File: src/rtl/psram_ctl.sv
module psram_ctl #(
  parameter int CLK_MHZ  = 250,
  parameter int PWRUP_US = 150,
  parameter int RD_CYC   = 18,
  parameter int PG_CYC   = 5,
  parameter int WR_CYC   = 18,
  parameter int AW       = 21
) (
  input  logic          clk,
  input  logic          rst_n,
  input  logic          req,
  input  logic          we,
  input  logic [1:0]    be,
  input  logic [AW-1:0] addr,
  input  logic [15:0]   wdata,
  input  logic          burst,
  output logic          ack,
  output logic          rvalid,
  output logic [15:0]   rdata,
  output logic          mem_cs_n,
  output logic          mem_oe_n,
  output logic          mem_we_n,
  output logic          mem_ub_n,
  output logic          mem_lb_n,
  output logic [AW-1:0] mem_addr,
  output logic [15:0]   mem_dq_o,
  output logic          mem_dq_oe,
  input  logic [15:0]   mem_dq_i
);
  localparam int PWR_CYC = CLK_MHZ * PWRUP_US;
  localparam int CW      = $clog2(PWR_CYC + 1) + 1;

  typedef enum logic [2:0] {S_PWR, S_DUM, S_IDLE, S_RD, S_PG, S_WR, S_GAP} st_t;

  st_t          st;
  logic [CW-1:0] cnt;
  logic [1:0]   beat;
  logic         burst_q;
  logic [1:0]   be_q;
  wire          done = (cnt == '0);
  wire  [15:0]  lane_mask = {{8{be_q[1]}}, {8{be_q[0]}}};

  always_ff @(posedge clk or negedge rst_n) begin
    if (!rst_n) begin
      st        <= S_PWR;
      cnt       <= CW'(PWR_CYC - 1);
      beat      <= '0;
      burst_q   <= 1'b0;
      be_q      <= '0;
      ack       <= 1'b0;
      rvalid    <= 1'b0;
      rdata     <= '0;
      mem_cs_n  <= 1'b1;
      mem_oe_n  <= 1'b1;
      mem_we_n  <= 1'b1;
      mem_ub_n  <= 1'b1;
      mem_lb_n  <= 1'b1;
      mem_addr  <= '0;
      mem_dq_o  <= '0;
      mem_dq_oe <= 1'b0;
    end else begin
      ack    <= 1'b0;
      rvalid <= 1'b0;
      case (st)
        S_PWR: begin
          if (done) begin
            st       <= S_DUM;
            cnt      <= CW'(RD_CYC - 1);
            mem_cs_n <= 1'b0;
            mem_oe_n <= 1'b0;
            mem_ub_n <= 1'b0;
            mem_lb_n <= 1'b0;
            mem_addr <= '0;
          end else cnt <= cnt - 1'b1;
        end
        S_DUM: begin
          if (done) begin
            st       <= S_GAP;
            mem_cs_n <= 1'b1;
            mem_oe_n <= 1'b1;
            mem_ub_n <= 1'b1;
            mem_lb_n <= 1'b1;
          end else cnt <= cnt - 1'b1;
        end
        S_IDLE: begin
          if (req) begin
            ack      <= 1'b1;
            be_q     <= be;
            burst_q  <= burst & ~we;
            beat     <= '0;
            mem_cs_n <= 1'b0;
            mem_ub_n <= ~be[1];
            mem_lb_n <= ~be[0];
            if (we) begin
              st        <= S_WR;
              cnt       <= CW'(WR_CYC - 1);
              mem_we_n  <= 1'b0;
              mem_dq_oe <= 1'b1;
              mem_dq_o  <= wdata;
              mem_addr  <= addr;
            end else begin
              st       <= S_RD;
              cnt      <= CW'(RD_CYC - 1);
              mem_oe_n <= 1'b0;
              mem_addr <= burst ? {addr[AW-1:2], 2'b00} : addr;
            end
          end
        end
        S_RD, S_PG: begin
          if (done) begin
            rvalid <= 1'b1;
            rdata  <= mem_dq_i & lane_mask;
            if (burst_q && beat != 2'd3) begin
              st            <= S_PG;
              beat          <= beat + 2'd1;
              mem_addr[1:0] <= mem_addr[1:0] + 2'd1;
              cnt           <= CW'(PG_CYC - 1);
            end else begin
              st       <= S_GAP;
              mem_cs_n <= 1'b1;
              mem_oe_n <= 1'b1;
              mem_ub_n <= 1'b1;
              mem_lb_n <= 1'b1;
            end
          end else cnt <= cnt - 1'b1;
        end
        S_WR: begin
          if (done) begin
            st        <= S_GAP;
            mem_cs_n  <= 1'b1;
            mem_we_n  <= 1'b1;
            mem_ub_n  <= 1'b1;
            mem_lb_n  <= 1'b1;
            mem_dq_oe <= 1'b0;
          end else cnt <= cnt - 1'b1;
        end
        S_GAP:   st <= S_IDLE;
        default: st <= S_GAP;
      endcase
    end
  end

  p_pwr_cs_r1: assert property (@(posedge clk) disable iff (!rst_n)
    (st == S_PWR) |-> (mem_cs_n && !ack && !rvalid));

  p_dummy_quiet_r2: assert property (@(posedge clk) disable iff (!rst_n)
    (st == S_DUM) |=> (!rvalid && !ack));

  p_ack_pulse_r3: assert property (@(posedge clk) disable iff (!rst_n)
    ack |=> !ack);

  p_ack_cs_r3: assert property (@(posedge clk) disable iff (!rst_n)
    ack |-> !mem_cs_n);

  p_rvalid_oe_r4: assert property (@(posedge clk) disable iff (!rst_n)
    $rose(rvalid) |-> $past(!mem_oe_n && mem_we_n));

  p_write_bus_r5: assert property (@(posedge clk) disable iff (!rst_n)
    !mem_we_n |-> (mem_dq_oe && mem_oe_n && !mem_cs_n));

  p_page_upper_r6: assert property (@(posedge clk) disable iff (!rst_n)
    (st == S_PG) |-> ($stable(mem_addr[AW-1:2]) && !mem_cs_n));

  p_cs_gap_r7: assert property (@(posedge clk) disable iff (!rst_n)
    $rose(mem_cs_n) |=> mem_cs_n);

  p_desel_r7: assert property (@(posedge clk) disable iff (!rst_n)
    mem_cs_n |-> (mem_oe_n && mem_we_n && mem_ub_n && mem_lb_n));

  p_dq_only_write_r8: assert property (@(posedge clk) disable iff (!rst_n)
    mem_dq_oe |-> !mem_we_n);

  p_release_r8: assert property (@(posedge clk) disable iff (!rst_n)
    $fell(mem_oe_n) |-> !$past(mem_dq_oe));
endmodule

File: config.mk
export PLATFORM = sky130hd
export DESIGN_NAME = psram_ctl
export DESIGN_NICKNAME = d
export VERILOG_FILES = /design/src/rtl/psram_ctl.sv
export SDC_FILE = /design/constraint.sdc
export NUM_CORES = 1
export LEC_CHECK = 0
export CORE_ASPECT_RATIO = 2
export CORE_UTILIZATION = 49
export CTS_BUF_LIST = sky130_fd_sc_hd__clkbuf_4
export DETAILED_ROUTE_END_ITERATION = 10
export PLACE_DENSITY = 0.85
export SETUP_SLACK_MARGIN = 0.1
export SLEW_MARGIN = 20
export SYNTH_ARGS = -nofsm -noshare
export SYNTH_HDL_FRONTEND = slang
export SYNTH_SLANG_ARGS = --single-unit
File: constraint.sdc
create_clock -name clk -period 2.92 [get_ports clk]
set_input_delay 0.292 -clock clk [delete_from_list [all_inputs] [get_ports clk]]
set_output_delay 0.292 -clock clk [all_outputs]
set_load 0.03 [all_outputs]
# ---- Word-level counts from Yosys, hierarchy flattened
# Cells that the tools add are included.
dict set report totals {
  regBits 86
  inputBits 60
  out_inout_bits 61
}
dict set report classes {
  add_sub_neg 3
  eq_ne 19
  muxes 48
  bitwise_logic 5
  reduce_logical 22
}
# operator n
set op_table {}
lappend op_table {{2-to-1 mux 17 bit} 5}
lappend op_table {{one-hot mux 17 bit (4 select lines)} 1}
lappend op_table {{2-to-1 mux 21 bit} 2}
lappend op_table {{one-hot mux 19 bit (2 select lines)} 1}
lappend op_table {{inequality test 2 bit, second input constant} 11}
lappend op_table {{zero test 17 bit} 1}
lappend op_table {{2-to-1 mux 1 bit} 17}
lappend op_table {{subtractor 17 x 1 -> 17 bit, second input constant} 1}
lappend op_table {{bitwise AND 16 bit} 1}
lappend op_table {{2-to-1 mux 2 bit} 8}
lappend op_table {{one-hot mux 1 bit (4 select lines)} 4}
lappend op_table {{AND reduction 4 bit} 4}
lappend op_table {{2-to-1 mux 3 bit} 5}
lappend op_table {{one-hot mux 3 bit (5 select lines)} 1}
lappend op_table {{== test 3 bit, second input constant} 3}
lappend op_table {{nonzero test 4 bit} 2}
lappend op_table {{AND reduction 7 bit} 1}
lappend op_table {{== test 3 x 2 -> 1 bit, second input constant} 2}
lappend op_table {{one-hot mux 2 bit (3 select lines)} 1}
lappend op_table {{AND reduction 3 bit} 2}
lappend op_table {{AND reduction 6 bit} 1}
lappend op_table {{nonzero test 2 bit} 3}
lappend op_table {{AND reduction 5 bit} 1}
lappend op_table {{adder 2 x 1 -> 2 bit, second input constant} 2}
lappend op_table {{other kinds (12)} 17}

# ---- Longest topological paths before layout
# Gate-level depths: netlist of the first run.
dict set report depth {
  depth_word 5
  mapped_depth 9
}

# ---- Least setup slack after synthesis of the first run
# OpenSTA, ideal clock, no wires.
dict set report synth_timing {
  path_kind {flip-flop to flip-flop}
  startpoint {reg cnt[0]}
  endpoint {reg cnt[9]}
  arrival_ns 2.006
  required_ns 2.809
  setup_slack_ns 0.803
  path_stages_with_launch 8
  n_path_buf 0
  synth_period_minus_slack_ns 2.117
  cell_sequence {dfstp_2 inv_1 ha_1 nor4b_2 and4_2 o21ai_1 nand2_1 o311ai_0}
}
dict set report synth_between {
  elab_chain_cells 3
  word_cells_on_any_way 9
}
# item line_no
set synth_lines {}
lappend synth_lines {{start: declaration} 36} ;# logic [CW-1:0] cnt;
lappend synth_lines {{start signal: assignment} 46} ;# cnt <= CW'(PWR_CYC - 1);
lappend synth_lines {{start signal: assignment} 68} ;# cnt <= CW'(RD_CYC - 1);
lappend synth_lines {{start signal: assignment} 74} ;# end else cnt <= cnt - 1'b1;
lappend synth_lines {{subtractor 17 x 1 -> 17 bit / zero test 17 bit (equally long branches)} -}
lappend synth_lines {{2-to-1 mux 17 bit, or another cell as far along} {77, 128}}
lappend synth_lines {{one-hot mux 17 bit (4 select lines) / AND reduction 4 bit (equally long branches)} -}
# Parallel ways exist; a longest one is shown, timed or not. The select of a mux whose other input is x is not followed.
# A chain may end at the register's enable or synchronous reset.

# ---- Worst setup path in the final report of the first run
# Same ends and word-level chain as after synthesis.

==> results.yml, run 1 <==
run_status:
  outcome: "finished, final reports clean"
pwr:
  ir_drop_mv: 0.6773
  switchingPower_uw: 2647
  pwr-share-clk_pct: 9.6
  p_leak_uw: 0.002349
  p_comb_share_pct: 54.3
  p_seq_share_pct: 36.2
  internal_power_uw: 3273
  swShare_pct: 44.71
  p_per_area_nw_per_um2: 1068
final_layout:
  instances_no_fill: 624
  layout_commonest_cell: "clkdlybuf4s50_1"
  regArea_sq_um: 2170
  area_growth_pct: 33.40
  multi_input_area_sq_um: 1810
  fin_nets: 583
  fill_cells: 674
  drive_above_1_share_pct: 13.90
  final_cell_mix: "clkdlybuf4s50_1, dfrtp_1, nand2_1"
clocking:
  clk_pin_slew_ns: 0.13
  clockBufferDepth: 2
  cts_buffers: 9
  cts_root_buf: "clkbuf_4"
  clock_sinks: 86
  cts_tree: "built"
  insertion_delay_ns: 0.45
  h-tree-depth: 3
  cts_setup_buffers: 0
floorplan:
  rows: 47
  initial_utilization_pct: 50.46
  die_w_um: 67.11
  die_area_sq_um: 8872
  chipHeight_um: 132.2
  io_pins: 121
  core_sq_um: 8233
drt:
  dr_total_vias: 3632
  wl_mm: 10.69
  drt-initial-drc-count: 223
  ant_nets: 0
  firstDrtPassIters: 5
  post_drt_wl_per_cell_um: 17.13
  drc_errors: 0
  via_per_inst: 5.821
yosys:
  synth_top_area_share_pct: 43.37
  synth-seq-cells: 86
  async_reset_ff_share_pct: 100.0
  ys_seq_area_share_pct: 52.23
  synthTopCellsByArea: "dfrtp_1, dfstp_2, mux2_2"
  synth_area_per_cell_sq_um: 10.26
  ys_warn_count: 0
  synthesis.area_sq_um: 4154
  syn_nets: 468
  yosysTopAreaCell: "dfrtp_1"
  synth_edf_count: 0
  syn_inst: 405
  synth_cell_type_count: 58
  ys.flop_type: "dfrtp_1"
flow_run:
  cap_viol_max_count: 0
min_path:
  whs_endpoint: "rdata[8]$_DFFE_PN0P_"
  worstHoldPathCells: 3
  min-delay-start: "mem_dq_i[8]"
  worstHoldPathType: "in2reg"
sta:
  max_freq_ghz: 0.3842
  finalSetupViolCount: 0
  worstMarginPinSlew_ns: 0.7613
  slew_viol_final: 0
  setup_ws_ns: 0.3171
  post-route-min-period_ns: 2.603
  finalHoldViolCount: 0
  post-route-period-util_pct: 89.14
  tns_ns: 0
  rsz0062_at_grt: "false"
  fin_skew_ns: 0.01366
  slew_headroom_pct: 49.25
placement:
  routabilityCongestion: 0.8979
  placed_cells: 606
  pre_cts_ws_ns: 0.2998
  port_buffers: 120
  hpwl_mm: 7.787
worst_setup_path:
  path_class: "reg2reg"
  r2r_cells: 7
  cp_slowest_stage_delay_ns: 0.61
  crit_buf_inv: 1
  reg2reg_setup_slack_ns: 0.32
  crit_family: "compound AO/OA/AOI/OAI gates"
  path_depth: 7
  r2r_start: "cnt[0]$_DFFE_PN1P_"
  worstPathArrival_ns: 2.95
  cp_data_required_time_ns: 3.27
  r2r-end: "cnt[9]$_DFFE_PN1P_"
  cp-start-kind: "register"
  slowest_stage: "o21ai_1"
  endpoint_kind: "register"
  crit_chain: "inv_1 -> ha_1 -> nor4b_2 -> and4_2 -> o21ai_1 -> nand2_1 -> o311ai_0"
  crit_path_max_fanout: 11
global_routing:
  overflow: 0
  grt_pass1_wl_mm: 17.42
  grt_max_degree: 87
  antenna_found_initial: 1
  first_global_vias: 3746
  track_usage_pct: 25.93
[synth_stat cells (2+ instances only)]
master	n
nor3_1	6
mux2_2	24
dfrtp_1	72
nor4_1	2
or3_1	9
clkbuf_1	12
nor2b_1	2
nor4_4	2
nand3_1	7
a22oi_1	2
a32o_1	2
buf_2	6
and3_1	7
o31ai_1	5
a22o_1	13
nand3b_1	3
a31oi_1	10
buf_1	4
nand2b_1	10
or4_1	4
ha_1	3
dfstp_2	14
nor4b_2	2
o211ai_1	3
a21oi_1	17
o21ai_0	39
nor2_1	13
and2_1	3
nand2_1	57
inv_1	15
o21ai_1	2
o22ai_1	7
o21a_1	2
a2bb2oi_1	2
[kinds of logic after synthesis]
| kind of cell | share of synthesized area, % |
|---|---|
| AO/OA/AOI/OAI | 17.32 |
| adder cells (fa/ha/maj) | 0.9037 |
| buffers and inverters | 4.186 |
| flip-flops | 52.23 |
| multiplexers | 6.747 |
| AND/OR/NAND/NOR | 18.61 |
[power by group through the flow]
stage                     Clock, uW  Combinational, uW  Sequential [uW]
after floorplan                   0               1540             2630
after global placement            0               3120             2130
after detailed placement          0               3200             2150
after CTS                       584               3210             2130
after global routing            627               3460             2190
final                           566               3210             2140
[area by class of cell]
type	instances	area share, %
diodes	1	0.04516
clock inverters	6	0.5193
flip-flops and latches	86	39.15
repair buffers	129	22.96
inverters	16	1.084
well taps	98	2.213
clock buffers	10	1.355
multi-input cells	278	32.67
[stage by stage]
stage	utilization, %	hold slack [ns]	total power, uW	instance area [sq um]
3_3_place_gp	65.85	0.4631	5248	5421
3_5_place_dp	65.85	0.4721	5354	5421
4_1_cts	67.11	0.04538	5930	5525
2_1_floorplan	-	-0.003591	4167	4154
5_1_grt	67.31	0.3680	6275	5542
6_report	67.31	0.3850	5920	5542
[routing by layer]
layer	global-route usage, %	part of all wire (%)	wire (um)	vias up
li1	-	-	-	1694
met1	27.50	35	3768	1769
met2	45.00	57	6061	131
met3	4.931	3.9	414	38
met4	15.72	4.2	444	0
met5	0	0	0	-
[worst max path at each step]
stage	slack, ns	startpoint	endpoint
floorplan	0.80	cnt[0]$_DFFE_PN1P_	cnt[9]$_DFFE_PN1P_
global placement	0.49	cnt[0]$_DFFE_PN1P_	cnt[9]$_DFFE_PN1P_
detailed placement	0.30	cnt[0]$_DFFE_PN1P_	cnt[9]$_DFFE_PN1P_
CTS	0.32	cnt[0]$_DFFE_PN1P_	cnt[9]$_DFFE_PN1P_
global route	0.13	cnt[0]$_DFFE_PN1P_	cnt[9]$_DFFE_PN1P_
finish	0.32	cnt[0]$_DFFE_PN1P_	cnt[9]$_DFFE_PN1P_
[state kept, by name, summed over array words and instances (netlist names), 2 cells and up]
name,flops
mem_dq_o,16
rdata,16
cnt,17
beat,2
be_q,2
mem_addr,21
st,3
[what timing repair did]
action                                 CTS  global route
endpoints found under the hold margin    0            72
hold buffers                             0             1
resized for setup                        0             0
[worst reg2reg max path, delay by kind of cell, from the launching register on]
kind,cells,cell delay [ns]
flops,1,0.58
fa+ha+maj,1,0.19
buf+inv,1,0.06
compound gates,2,0.98
simple gates,3,0.70
No activity file was read; power rests on OpenSTA's default activity.
==> inputs of run 2 (changes only) <==
CORE_MARGIN = 4   (was not set)
clock period = 2.9 ns   (was 2.92 ns; I/O delays follow)
==> results.yml, run 2 (synthesis gave the netlist of run 1 again) <==
run_status:
  outcome: "finished, final reports clean"
sta:
  slew_viol_final: 0
  worstMarginPinSlew_ns: 0.7798
  slew_headroom_pct: 47.88
  rsz0062_at_grt: "false"
  finalSetupViolCount: 0
  setup_ws_ns: 0.4363
  finalHoldViolCount: 0
  fin_skew_ns: 0.02604
  post-route-min-period_ns: 2.464
  post-route-period-util_pct: 84.95
  max_freq_ghz: 0.4059
  tns_ns: 0
global_routing:
  track_usage_pct: 24.73
  antenna_found_initial: 1
  grt_pass1_wl_mm: 19.41
  overflow: 0
  grt_max_degree: 43
  first_global_vias: 3883
worst_setup_path:
  crit_chain: "nor4_1 -> nand4_4 -> o21ai_0 -> nand2_1 -> mux2_2"
  crit_path_max_fanout: 21
  cp_slowest_stage_delay_ns: 0.60
  endpoint_kind: "register"
  worstPathArrival_ns: 2.81
  slowest_stage: "nor4_1"
  path_class: "reg2reg"
  crit_start: "cnt[14]$_DFFE_PN0P_"
  cp-start-kind: "register"
  cp_data_required_time_ns: 3.25
  r2r_start: "cnt[14]$_DFFE_PN0P_"
placement:
  hpwl_mm: 8.891
  routabilityCongestion: 0.9255
  port_buffers: 120
  placed_cells: 613
  pre_cts_ws_ns: 0.4711
  dpl_cell_area_sq_um: 5474
floorplan:
  chipHeight_um: 138.2
  core_sq_um: 8292
  rows: 47
  io_pins: 121
  initial_utilization_pct: 50.10
  die_w_um: 73.11
  die_area_sq_um: 10100
drt:
  post_drt_wl_per_cell_um: 18.89
  wl_mm: 11.92
  via_per_inst: 5.848
  drt-initial-drc-count: 326
  ant_nets: 0
  firstDrtPassIters: 5
  dr_total_vias: 3690
  drc_errors: 0
pwr:
  ir_drop_mv: 0.6471
  p_leak_uw: 0.002422
  power.total_uw: 6395
  p_per_area_nw_per_um2: 1126
clocking:
  cts_root_buf: "clkbuf_4"
  clk_pin_slew_ns: 0.16
  insertion_delay_ns: 0.46
  cts_tree: "built"
  clock_sinks: 86
  ctsResizeCount: 0
  h-tree-depth: 3
  cts_buffers: 9
  clockBufferDepth: 2
final_layout:
  reg_top3: "mem_addr x21, cnt x17"
  regMostFlops: "mem_addr"
  instances_no_fill: 631
  area_growth_pct: 36.75
  largest_register_ffs: 21
  fill_cells: 625
  drive_above_1_share_pct: 15.60
  fin_area_sq_um: 5680
  fin_nets: 590
  layout_commonest_cell: "clkdlybuf4s50_1"
  final_cell_mix: "clkdlybuf4s50_1, dfrtp_1, nand2_1"
min_path:
  worstHoldPathType: "in2async"
flow_run:
  cap_viol_max_count: 0
[run 2: worst paths after layout]
path	to	slack [ns]	depth (start not counted)
hold / removal	rdata[0]$_DFFE_PN0P_	0.35	2
max in group asynchronous	mem_addr[9]$_DFFE_PN0P_	1.79	3
setup / recovery	mem_addr[10]$_DFFE_PN0P_	0.44	5
hold reg to reg	cnt[0]$_DFFE_PN1P_	0.50	2
min in group clk	rdata[4]$_DFFE_PN0P_	0.37	3
setup reg to reg	mem_addr[10]$_DFFE_PN0P_	0.44	5
[run 2: worst max-delay path, delay by kind of cell, from the launching register on]
kind | cells | cell delay, ns
AOI/OAI and AO/OA | 1 | 0.18
and+or+nand+nor | 3 | 1.23
DFF | 1 | 0.48
muxes | 1 | 0.46
[run 2: timing repair]
| item | 4_1_cts | 5_1_grt |
|---|---|---|
| hold buffers | 1 | 0 |
| endpoints found under the setup margin | 0 | 0 |
| buffers inserted | 0 | 0 |
| endpoints found under the hold margin | 29 | 0 |
[run 2: final cells by class]
class                           instances  area, sq um  area share, %
Inverter                               16        60.06          1.057
Clock buffer                            9        67.56          1.189
Antenna cell                            1        2.502        0.04405
Clock inverter                          7        126.4          2.225
Sequential cell                        86         2170          38.19
Tap cell                               98        122.6          2.159
Timing Repair Buffer                  136         1321          23.26
Multi-Input combinational cell        278         1810          31.87
[run 2: per-layer routing]
layer / wire length [um] / GRT usage [%] / vias up / part of all wire (%)
li1: - / - / 1708 / -
met1: 4164 / 26.93 / 1781 / 35
met2: 6665 / 43.84 / 153 / 56
met3: 572 / 4.215 / 48 / 4.8
met4: 516 / 12.94 / 0 / 4.3
met5: 0 / 0 / - / 0
[run 2: per-stage QoR]
stage / hold slack, ns / utilization, %
after global routing: 0.3741 / 68.51
after detailed placement: 0.3278 / 66.02
after floorplan: -0.005591 / -
final: 0.3549 / 68.51
after global placement: 0.3106 / 66.02
after CTS: 0.3546 / 68.48
[run 2: power by group]
part | total, uW | switching [uW] | internal (uW)
logic | 3360 | 1920 | 1440
registers | 2140 | 418 | 1720
clock network | 895 | 447 | 448
total | 6390 | 2780 | 3610
==> inputs of run 3 (changes only) <==
clock period = 2.3 ns   (was 2.9 ns; I/O delays follow)
==> results.yml, run 3 (synthesis gave the netlist of run 1 again) <==
floorplan:
  io_pins: 121
  initial_utilization_pct: 50.10
  core_sq_um: 8292
  rows: 47
  chipHeight_um: 138.2
  die_w_um: 73.11
  die_area_sq_um: 10100
flow_run:
  cap_viol_max_count: 0
drt:
  via_per_inst: 5.784
  ant_nets: 0
  drc_errors: 0
  post_drt_wl_per_cell_um: 18.75
  wl_mm: 12.39
  firstDrtPassIters: 5
  drt-initial-drc-count: 326
  dr_total_vias: 3823
worst_setup_path:
  r2r-end: "cnt[16]$_DFFE_PN0P_"
  crit_family: "simple AND/OR/NAND/NOR gates"
  cp-start-kind: "register"
  reg2reg_setup_slack_ns: 0.17
  cp_data_required_time_ns: 2.66
  cp_slowest_stage_delay_ns: 0.43
  slowest_stage: "or4_1"
  r2r_cells: 8
  path_class: "reg2reg"
  crit_chain: "inv_1 -> ha_2 -> nor4b_4 -> buf_4 -> nand2_1 -> or4_1 -> or3_1 -> o21ai_0"
  crit_buf_inv: 2
  r2r_start: "cnt[1]$_DFFE_PN1P_"
  path_depth: 8
  endpoint_kind: "register"
  worstPathArrival_ns: 2.49
  crit_path_max_fanout: 4
global_routing:
  use_met2_pct: 43.88
  antenna_found_initial: 1
  track_usage_pct: 24.80
  busiest_layer: "met2"
  met3_usage_pct: 4.288
  grt_pass1_wl_mm: 19.39
  use_met1_pct: 25.90
  grt_max_degree: 49
  first_global_vias: 3916
  overflow: 0
clocking:
  h-tree-depth: 3
  clock_sinks: 86
  insertion_delay_ns: 0.47
  clockBufferDepth: 2
  cts_buffers: 9
  cts_tree: "built"
  clk_pin_slew_ns: 0.17
  cts_root_buf: "clkbuf_4"
sta:
  worstMarginPinSlew_ns: 0.6251
  fin_skew_ns: 0.03391
  rsz0062_at_grt: "false"
  slew_headroom_pct: 58.33
  finalHoldViolCount: 0
  max_freq_ghz: 0.4704
  hold_ws_ns: 0.2954
  finalSetupViolCount: 0
  slew_viol_final: 0
  post-route-period-util_pct: 92.42
  post-route-min-period_ns: 2.126
  tns_ns: 0
placement:
  placed_cells: 629
  routabilityCongestion: 0.9475
  dpl_cell_area_sq_um: 5607
  hpwl_mm: 9.115
  port_buffers: 120
min_path:
  worstHoldPathCells: 3
  whs_endpoint: "rdata[11]$_DFFE_PN0P_"
  worstHoldPathType: "in2reg"
  min-delay-start: "mem_dq_i[11]"
final_layout:
  area_growth_pct: 43.34
  largest_register_ffs: 21
  reg_top3: "mem_addr x21, cnt x17"
  fin_nets: 620
  layout_commonest_cell: "clkdlybuf4s50_1"
  fin_area_sq_um: 5954
  instances_no_fill: 661
  final_cell_mix: "clkdlybuf4s50_1, dfrtp_1, nand2_1"
  drive_above_1_share_pct: 21.89
  regMostFlops: "mem_addr"
pwr:
  p_leak_uw: 0.002584
  ir_drop_mv: 0.9134
  p_per_area_nw_per_um2: 1408
run_status:
  outcome: "finished, final reports clean"
## run 3: report_power, final
| part | total, uW | internal [uW] | switching, uW |
|---|---|---|---|
| Sequential | 2770 | 2170 | 598 |
| Combinational | 4700 | 2170 | 2530 |
| Clock | 909 | 348 | 561 |
## run 3: per-layer routing
layer	wire, um	vias up
met3	563	47
met5	0	-
met4	561	0
li1	-	1767
met2	6989	154
met1	4278	1855
## run 3: worst max path at each step
stage	to	from	slack, ns
6_report	cnt[16]$_DFFE_PN0P_	cnt[1]$_DFFE_PN1P_	0.17
5_1_grt	cnt[12]$_DFFE_PN1P_	cnt[1]$_DFFE_PN1P_	0.06
2_1_floorplan	cnt[9]$_DFFE_PN1P_	cnt[0]$_DFFE_PN1P_	0.18
3_5_place_dp	cnt[9]$_DFFE_PN1P_	cnt[0]$_DFFE_PN1P_	0.04
4_1_cts	cnt[9]$_DFFE_PN1P_	cnt[0]$_DFFE_PN1P_	0.1
3_3_place_gp	cnt[13]$_DFFE_PN0P_	cnt[11]$_DFFE_PN0P_	0.13
## run 3: cell type report
class	count	area [sq um]
timing repair buffer	166	1589
sequential	86	2170
tap	98	122.6
clock inverter	7	80.08
inverter	16	60.06
multi-input combinational	278	1863
fill	602	2337
clock buffer	9	67.56
antenna	1	2.502
## run 3: worst register-to-register path, stage by stage (launching register included)
cell and delay, ns:
dfstp_2 0.40, inv_1 0.10, ha_2 0.23, nor4b_4 0.24
buf_4 0.19, nand2_1 0.07, or4_1 0.43, or3_1 0.31
o21ai_0 0.08
## run 3: repair_timing
item	in CTS	in global routing
cloned	0	3
hold buffers	1	0
endpoints found under the hold margin	37	0
resized for setup	3	17
setup endpoints to repair	8	36
setup buffers	1	10
pin swaps	2	4
## run 3: through the flow
stage	setup WS [ns]	utilization (%)	total power (uW)
global route	0.06211	71.81	8870
finish	0.1743	71.81	8383
CTS	0.09549	69.73	8065
floorplan	0.1832	-	5290
detailed placement	0.03711	67.62	7110
global placement	0.1320	67.62	6975
